**src/rtl/usb_evt_irq_pkg.sv**
```systemverilog
package usb_evt_irq_pkg;

  localparam logic [7:0] OFS_REV     = 8'h00;
  localparam logic [7:0] OFS_CTRL    = 8'h04;
  localparam logic [7:0] OFS_STAT    = 8'h08;
  localparam logic [7:0] OFS_SRC     = 8'h20;
  localparam logic [7:0] OFS_SRCSET  = 8'h24;
  localparam logic [7:0] OFS_SRCCLR  = 8'h28;
  localparam logic [7:0] OFS_MASK    = 8'h2C;
  localparam logic [7:0] OFS_MASKSET = 8'h30;
  localparam logic [7:0] OFS_MASKCLR = 8'h34;
  localparam logic [7:0] OFS_MASKED  = 8'h38;
  localparam logic [7:0] OFS_EOI     = 8'h3C;

  typedef enum logic [2:0] {
    RS_NONE, RS_REV, RS_CTRL, RS_STAT, RS_SRC, RS_MASK, RS_MASKED
  } rdSel_e;

  typedef struct packed {
    logic   srcSet;
    logic   srcClr;
    logic   maskSet;
    logic   maskClr;
    logic   eoi;
    logic   softClr;
    logic   rstPend;
    rdSel_e rdSel;
  } strobes_t;

  function automatic logic [31:0] fieldBits(input int lsb, input int n);
    logic [31:0] m;
    m = '0;
    for (int i = 0; i < n; i++) m[lsb + i] = 1'b1;
    return m;
  endfunction

endpackage

```
**src/rtl/usb_evt_irq_ctrl.sv**
```systemverilog
module usb_evt_irq_ctrl
  import usb_evt_irq_pkg::*;
#(
  parameter int ADDR_W = 8
) (
  input  logic              clk,
  input  logic              rstN,
  input  logic              busSel,
  input  logic              busWr,
  input  logic [ADDR_W-1:0] busAddr,
  input  logic              wrBit0,
  output strobes_t          strb
);

  logic wrAcc;
  logic rdAcc;
  logic rstPendQ;

  assign wrAcc = busSel && busWr;
  assign rdAcc = busSel && !busWr;

  always_ff @(posedge clk or negedge rstN) begin
    if (!rstN) rstPendQ <= 1'b0;
    else       rstPendQ <= wrAcc && (busAddr == ADDR_W'(OFS_CTRL)) && wrBit0;
  end

  always_comb begin
    strb         = '0;
    strb.rdSel   = RS_NONE;
    strb.softClr = rstPendQ;
    strb.rstPend = rstPendQ;
    if (wrAcc) begin
      strb.srcSet  = (busAddr == ADDR_W'(OFS_SRCSET));
      strb.srcClr  = (busAddr == ADDR_W'(OFS_SRCCLR));
      strb.maskSet = (busAddr == ADDR_W'(OFS_MASKSET));
      strb.maskClr = (busAddr == ADDR_W'(OFS_MASKCLR));
      strb.eoi     = (busAddr == ADDR_W'(OFS_EOI));
    end
    if (rdAcc) begin
      unique case (busAddr)
        ADDR_W'(OFS_REV):    strb.rdSel = RS_REV;
        ADDR_W'(OFS_CTRL):   strb.rdSel = RS_CTRL;
        ADDR_W'(OFS_STAT):   strb.rdSel = RS_STAT;
        ADDR_W'(OFS_SRC):    strb.rdSel = RS_SRC;
        ADDR_W'(OFS_MASK):   strb.rdSel = RS_MASK;
        ADDR_W'(OFS_MASKED): strb.rdSel = RS_MASKED;
        default:             strb.rdSel = RS_NONE;
      endcase
    end
  end

endmodule

```
**src/rtl/usb_evt_irq_dp.sv**
```systemverilog
module usb_evt_irq_dp
  import usb_evt_irq_pkg::*;
#(
  parameter int          DATA_W   = 32,
  parameter int          TX_N     = 5,
  parameter int          RX_N     = 4,
  parameter int          CORE_N   = 9,
  parameter int          TX_LSB   = 0,
  parameter int          RX_LSB   = 9,
  parameter int          CORE_LSB = 16,
  parameter logic [31:0] REV_ID   = 32'h4E1A_0102
) (
  input  logic              clk,
  input  logic              rstN,
  input  strobes_t          strb,
  input  logic [DATA_W-1:0] busWdata,
  input  logic [TX_N-1:0]   evtTx,
  input  logic [RX_N-1:0]   evtRx,
  input  logic [CORE_N-1:0] evtCore,
  input  logic              vbusDriveLvl,
  output logic [DATA_W-1:0] busRdata,
  output logic [DATA_W-1:0] srcVal,
  output logic [DATA_W-1:0] maskVal,
  output logic              irqOut
);

  localparam logic [31:0] VALID32 = fieldBits(TX_LSB, TX_N)
                                  | fieldBits(RX_LSB, RX_N)
                                  | fieldBits(CORE_LSB, CORE_N);
  localparam logic [DATA_W-1:0] VALID = DATA_W'(VALID32);

  logic [DATA_W-1:0] evtWord;
  logic [DATA_W-1:0] srcQ, maskQ;
  logic [DATA_W-1:0] srcSetBits, srcClrBits, maskSetBits, maskClrBits;
  logic              pending;
  logic              blockedQ;
  logic              irqQ;

  always_comb begin
    evtWord = '0;
    for (int i = 0; i < TX_N; i++)   evtWord[TX_LSB + i]   = evtTx[i];
    for (int i = 0; i < RX_N; i++)   evtWord[RX_LSB + i]   = evtRx[i];
    for (int i = 0; i < CORE_N; i++) evtWord[CORE_LSB + i] = evtCore[i];
  end

  assign srcSetBits  = strb.srcSet  ? busWdata : '0;
  assign srcClrBits  = strb.srcClr  ? busWdata : '0;
  assign maskSetBits = strb.maskSet ? busWdata : '0;
  assign maskClrBits = strb.maskClr ? busWdata : '0;

  always_ff @(posedge clk or negedge rstN) begin
    if (!rstN) begin
      srcQ  <= '0;
      maskQ <= '0;
    end else if (strb.softClr) begin
      srcQ  <= '0;
      maskQ <= '0;
    end else begin
      srcQ  <= ((srcQ & ~srcClrBits) | srcSetBits | evtWord) & VALID;
      maskQ <= ((maskQ & ~maskClrBits) | maskSetBits) & VALID;
    end
  end

  assign pending = |(srcQ & maskQ);

  always_ff @(posedge clk or negedge rstN) begin
    if (!rstN) begin
      irqQ     <= 1'b0;
      blockedQ <= 1'b0;
    end else if (strb.softClr) begin
      irqQ     <= 1'b0;
      blockedQ <= 1'b0;
    end else if (!blockedQ && pending) begin
      irqQ     <= 1'b1;
      blockedQ <= 1'b1;
    end else begin
      irqQ <= 1'b0;
      if (strb.eoi) blockedQ <= 1'b0;
    end
  end

  always_comb begin
    busRdata = '0;
    unique case (strb.rdSel)
      RS_REV:    busRdata = DATA_W'(REV_ID);
      RS_CTRL:   busRdata[0] = strb.rstPend;
      RS_STAT:   busRdata[0] = vbusDriveLvl;
      RS_SRC:    busRdata = srcQ;
      RS_MASK:   busRdata = maskQ;
      RS_MASKED: busRdata = srcQ & maskQ;
      default:   busRdata = '0;
    endcase
  end

  assign srcVal  = srcQ;
  assign maskVal = maskQ;
  assign irqOut  = irqQ;

endmodule

```
**src/rtl/usb_evt_irq_wrap.sv**
```systemverilog
module usb_evt_irq_wrap
  import usb_evt_irq_pkg::*;
#(
  parameter int          ADDR_W   = 8,
  parameter int          DATA_W   = 32,
  parameter int          TX_N     = 5,
  parameter int          RX_N     = 4,
  parameter int          CORE_N   = 9,
  parameter int          TX_LSB   = 0,
  parameter int          RX_LSB   = 9,
  parameter int          CORE_LSB = 16,
  parameter logic [31:0] REV_ID   = 32'h4E1A_0102
) (
  input  logic              clk,
  input  logic              rstN,
  input  logic              busSel,
  input  logic              busWr,
  input  logic [ADDR_W-1:0] busAddr,
  input  logic [DATA_W-1:0] busWdata,
  output logic [DATA_W-1:0] busRdata,
  input  logic [TX_N-1:0]   evtTx,
  input  logic [RX_N-1:0]   evtRx,
  input  logic [CORE_N-1:0] evtCore,
  input  logic              vbusDriveLvl,
  output logic              irqOut
);

  strobes_t          strb;
  logic [DATA_W-1:0] srcVal;
  logic [DATA_W-1:0] maskVal;

  usb_evt_irq_ctrl #(.ADDR_W(ADDR_W)) ctrl_i (
    .clk     (clk),
    .rstN    (rstN),
    .busSel  (busSel),
    .busWr   (busWr),
    .busAddr (busAddr),
    .wrBit0  (busWdata[0]),
    .strb    (strb)
  );

  usb_evt_irq_dp #(
    .DATA_W(DATA_W), .TX_N(TX_N), .RX_N(RX_N), .CORE_N(CORE_N),
    .TX_LSB(TX_LSB), .RX_LSB(RX_LSB), .CORE_LSB(CORE_LSB), .REV_ID(REV_ID)
  ) dp_i (
    .clk          (clk),
    .rstN         (rstN),
    .strb         (strb),
    .busWdata     (busWdata),
    .evtTx        (evtTx),
    .evtRx        (evtRx),
    .evtCore      (evtCore),
    .vbusDriveLvl (vbusDriveLvl),
    .busRdata     (busRdata),
    .srcVal       (srcVal),
    .maskVal      (maskVal),
    .irqOut       (irqOut)
  );

endmodule

```
**config.mk**
```make
export PLATFORM = sky130hd
export DESIGN_NAME = usb_evt_irq_wrap
export DESIGN_NICKNAME = d
export VERILOG_FILES = /design/src/rtl/usb_evt_irq_pkg.sv /design/src/rtl/usb_evt_irq_ctrl.sv /design/src/rtl/usb_evt_irq_dp.sv /design/src/rtl/usb_evt_irq_wrap.sv
export SDC_FILE = /design/constraint.sdc
export NUM_CORES = 1
export LEC_CHECK = 0
export CORE_ASPECT_RATIO = 0.8
export CORE_UTILIZATION = 40
export CTS_CLUSTER_SIZE = 16
export DETAILED_ROUTE_END_ITERATION = 8
export MAX_ROUTING_LAYER = met4
export PLACE_DENSITY = 0.74
export SYNTH_ARGS = -nofsm -noshare
export SYNTH_HDL_FRONTEND = slang
export SYNTH_SLANG_ARGS = --single-unit
```
**constraint.sdc**
```tcl
create_clock -name clk -period 3.15 [get_ports clk]
set_clock_uncertainty 0.2 [all_clocks]
set_input_delay 0.63 -clock clk [delete_from_list [all_inputs] [get_ports clk]]
set_output_delay 0.63 -clock clk [all_outputs]
set_load 0.01 [all_outputs]
```
Word level (Yosys, flattened, before mapping)
Index checks and enable logic that the tools add are counted.

Bits in registers: 53. Input bits: 63.

Reduce and logical (&&, ||, !) cells: 10. Multiplexer cells: 16. Bitwise logic cells: 8. Equality and inequality tests: 16.

Operators by type and width (number): $mux 25 (6); $pmux 31 s4 (1); $and 25x25->25 (3); $or 25x25->25 (3); $eq 8x6->1 const B (8); $not 25->25 (2); $reduce_or 32->1 (1); $pmux 3 s6 (1); $eq 3x3->1 const B (3); $eq 8x3->1 const B (1); $eq 8x4->1 const B (1); $logic_not 8->1 (1); $eq 3x2->1 const B (2); $logic_and 1x1->1 (5); $mux 1 (5); $mux 5 (1); $pmux 1 s5 (1); $eq 3x1->1 const B (1); $mux 3 (1); $reduce_bool 3->1 (1); $logic_not 1->1 (2).

Logic depth before layout (Yosys ltp)
Word-level depth: 8. Gate-level depth with buffers: 7. Gate-level depth less buffers: 5.

Hierarchy
A second synthesis with hierarchy kept.

Cell total of the unflattened synthesis: 334. Area total of the unflattened synthesis: 2752.6 um2.

Modules (own cells, without submodules): usb_evt_irq_dp (instances 1, cells each 300, area an instance 2499.9 um2); usb_evt_irq_ctrl (instances 1, cells each 34, area an instance 252.7 um2).

Worst setup path before layout
No wires, ideal clock.

Path kind: input -> output. From: input port busAddr[2]. To: output port busRdata[11]. Stages on the path: 7. Path slack: 0.274 ns. Data arrival time: 2.046 ns. Cell sequence: buf_6 and3_2 o211a_1 nor4_4 buf_6 a21o_1 a22o_1.

Longest elaborated chain between the ends: 5. Elaborated cells between the ends (all ways): 13.

RTL lines: start: declaration (RTL line usb_evt_irq_wrap.sv:18) `input logic [ADDR_W-1:0] busAddr,`; $eq 8x6->1 (tied with other cells) (RTL line usb_evt_irq_ctrl.sv:40) `unique case (busAddr)`; $pmux 3 s6 (*) (RTL line usb_evt_irq_ctrl.sv:40); $mux 3 (*) (RTL line usb_evt_irq_ctrl.sv:39) `if (rdAcc) begin`; $eq 3x3->1 / $eq 3x1->1 (equally long branches) (RTL line usb_evt_irq_dp.sv:84) `unique case (strb.rdSel)`; $pmux 31 s4 (*) (RTL line usb_evt_irq_dp.sv:84); end: declaration (RTL line usb_evt_irq_wrap.sv:20) `output logic [DATA_W-1:0] busRdata,`.

Every way passes the cells marked *; elsewhere a longest branch is shown, timed or not.

Worst setup path after layout
From: input port busAddr[6]. To: output port busRdata[19].

Same word-level chain as after synthesis.

==> summary.txt <==
HP Class = in -> async
# DRC = 0
Row cnt = 25
CTS tree = done
Hold-fix buffers, CTS = 0
Final GP Congestion = 0.976
GRT Overall Usage = 0.275
Pwr Total = 1.05 mW
Kind of critical path = in -> out
Syn avg cell area = 8.21 um^2
Vias in the first global route = 2807
Crit path max fanout = 3
Root Driver = clkbuf_8
Post-synth EDFFs = 0
Post-Syn Instances = 312
CP endpoint kind = output port
Synth cell types = 41
Hold Fails Final Rpt = 0
Peak VDD IR = 0.158 mV
Longest Clk Path Bufs = 2
Num CTS Buffers = 5
Initial core utilization = 0.424
Achievable Freq = 315 MHz
Final antenna-violating net count = 0
Reg-to-Reg Start = dp_i.srcVal[20]
Status = finished with violations
R2R depth = 5
Drt pass-1 iters = 5
Layout cell share with drive strength beyond 1 = 0.268
NumNets Final = 499
WP data arrival = 2.35 ns
Ys async rst share = 1.00
Largest cells by area after synthesis = dfrtp_1 38%, nand2_1 14%, a21oi_1 11%
Die area = 0.00673 mm^2
WL final = 8720 um
Largest net degree at the start of global routing = 40
HPWL after DPL = 5440 um
Placed cell count = 478
Avg WL per Cell = 16.8 um
Vias/cell = 5.57
Die span in x = 91.5 um
Number of diodes = 0
Area leader, netlist = dfrtp_1
Post-synth top area share = 0.381
Clk pin slew, worst setup/hold paths = 0.08 ns
Min cycle time layout = 3.18 ns
GRT overflow = 0
Initial antenna violation count = 0
Clk_lat worst skew = 0.29 ns
Worst Max-Slew Pin Slew = 0.905 ns
Initial DRC count = 260
Pleak = 1.89 nW
Failing checks = setup timing
H-tree depth = 2
Max Cap Viol = 0
Final setup vio count = 4
Finished Layout Cells = 518
Die Y = 73.6 um
Setup slack after layout = -0.0280 ns
Final period utilization = 1.01
Critical Path RT = 2.32 ns
Unrepaired setup endpoints after global routing = yes
Main synth FF type = dfrtp_1
R2r endpoint = dp_i.blockedQ
Sequential share of the synthesized area = 0.381
PD cells = 278 mW/mm^2
Startpoint Class = input pin
Vias post-DR = 2884
Cell area after synthesis = 0.00256 mm^2
R2R setup slack = 1.22 ns
First-pass GRT wire length = 13800 um
Area growth syn-to-layout = 48.4%
Yosys warnings = 0
CTS sink count = 39
Fin. max-slew vios = 0
Number of port buffers = 72
Core region area = 0.00604 mm^2
#FFs+latches synth = 39
IO Pins = 96
Relative slew margins = 0.397
[routing by layer]
metal  global-route usage  wire [um]
met2                0.449       4130
met5                    -          0
met1                0.349       3690
met3               0.0549        744
met4               0.0829        165
[placed cells by master, fill, tap and decap left out, types with 2 or more instances in the layout]
| cell type | instances |
|---|---|
| a22oi_1 | 9 |
| buf_4 | 52 |
| buf_8 | 3 |
| buf_2 | 20 |
| nand3_1 | 2 |
| nand2b_1 | 2 |
| nor4_1 | 3 |
| o211ai_1 | 2 |
| and3_1 | 2 |
| nor4_4 | 4 |
| nor3_1 | 3 |
| nor3_4 | 2 |
| clkbuf_2 | 2 |
| a21oi_1 | 57 |
| clkdlybuf4s50_1 | 38 |
| nor2_2 | 2 |
| dlygate4sd2_1 | 6 |
| a22o_1 | 12 |
| conb_1 | 9 |
| a221o_1 | 3 |
| inv_1 | 2 |
| nand2_1 | 98 |
| dfrtp_1 | 39 |
| nor2_1 | 4 |
| clkbuf_1 | 2 |
| a21o_1 | 15 |
| buf_6 | 14 |
| clkbuf_8 | 5 |
[how the worst max path moves through the flow]
stage                          start            to  cells after the start
after detailed placement  busAddr[2]  busRdata[16]                      7
after global routing          busSel  busRdata[11]                     12
after global placement    busAddr[1]  busRdata[18]                      8
final                     busAddr[6]  busRdata[19]                     12
after floorplan           busAddr[2]  busRdata[11]                      7
after CTS                 busAddr[6]  busRdata[17]                     10
[through the flow]
stage | setup TNS (ns) | setup WS [ns] | utilization | instance area (um^2) | hold slack [ns]
2_1_floorplan | 0 | 0.274 | - | 2590 | 0.134
3_3_place_gp | -16.65 | -0.909 | 0.571 | 3450 | 0.248
3_5_place_dp | -17.11 | -0.934 | 0.571 | 3450 | 0.256
4_1_cts | -0.359 | -0.0666 | 0.623 | 3760 | 0.266
5_1_grt | -0.440 | -0.0760 | 0.629 | 3800 | 0.303
6_report | -0.0582 | -0.0280 | 0.629 | 3800 | 0.249
[repair_timing]
| action | CTS | global route |
|---|---|---|
| setup endpoints to repair | 23 | 20 |
| buffers inserted | 27 | 7 |
| hold endpoints to repair | 0 | 0 |
| gates resized for setup | 133 | 20 |
| gates cloned | 2 | 0 |
| pin swaps | 18 | 20 |
[worst max-delay path, cell delays in order]
cell     delay [ns]
buf_6          0.09
buf_6          0.11
nor3_2         0.09
buf_4          0.15
o211a_1        0.21
nor4_4         0.08
buf_4          0.15
buf_6          0.11
buf_6          0.11
a21o_1         0.16
a221o_1        0.31
buf_2          0.15
[cell type report]
type                    count  area [um^2]
fillers                   501         2240
multi-input cells         251         1470
repair buffers            137         1170
flip-flops and latches     39          976
well taps                  81          101
clock buffers               7         76.3
inverters                   2         7.51
clock inverters             1         5.00
[registers in the layout, summed over array words and instances (netlist names)]
signal and flops:
dp_i.irqOut 1, ctrl_i.rstPendQ 1, dp_i.maskVal 18, dp_i.srcVal 18, dp_i.blockedQ 1
[synthesized netlist by cell type, types with 3 or more instances]
cell,count
nand2_1,98
a21oi_1,57
dfrtp_1,39
a21o_1,15
buf_4,14
a22o_1,12
a22oi_1,9
nor2_1,7
buf_6,6
buf_2,4
clkbuf_1,4
nor3_1,4
nor4_4,4
a221o_1,3
nor4_1,3
[cell families (layout without fill, tap and decap cells)]
family / Yosys count / in the layout / synth area share
AOI/OAI and AO/OA: 107 / 107 / 0.270
DFF: 39 / 39 / 0.381
xor gates and xnor gates: 1 / 1 / 0.00342
buffers and inverters: 30 / 147 / 0.0840
muxes: 1 / 1 / 0.00440
and+or+nand+nor: 133 / 133 / 0.256
other: 1 / 9 / 0.00146
[where the power goes]
part | switching [mW] | total, mW | internal (mW)
clock network | 0.179 | 0.335 | 0.156
logic | 0.0966 | 0.204 | 0.107
registers | 0.00741 | 0.516 | 0.509
total | 0.284 | 1.05 | 0.771
Power figures use the tool's default switching activity.
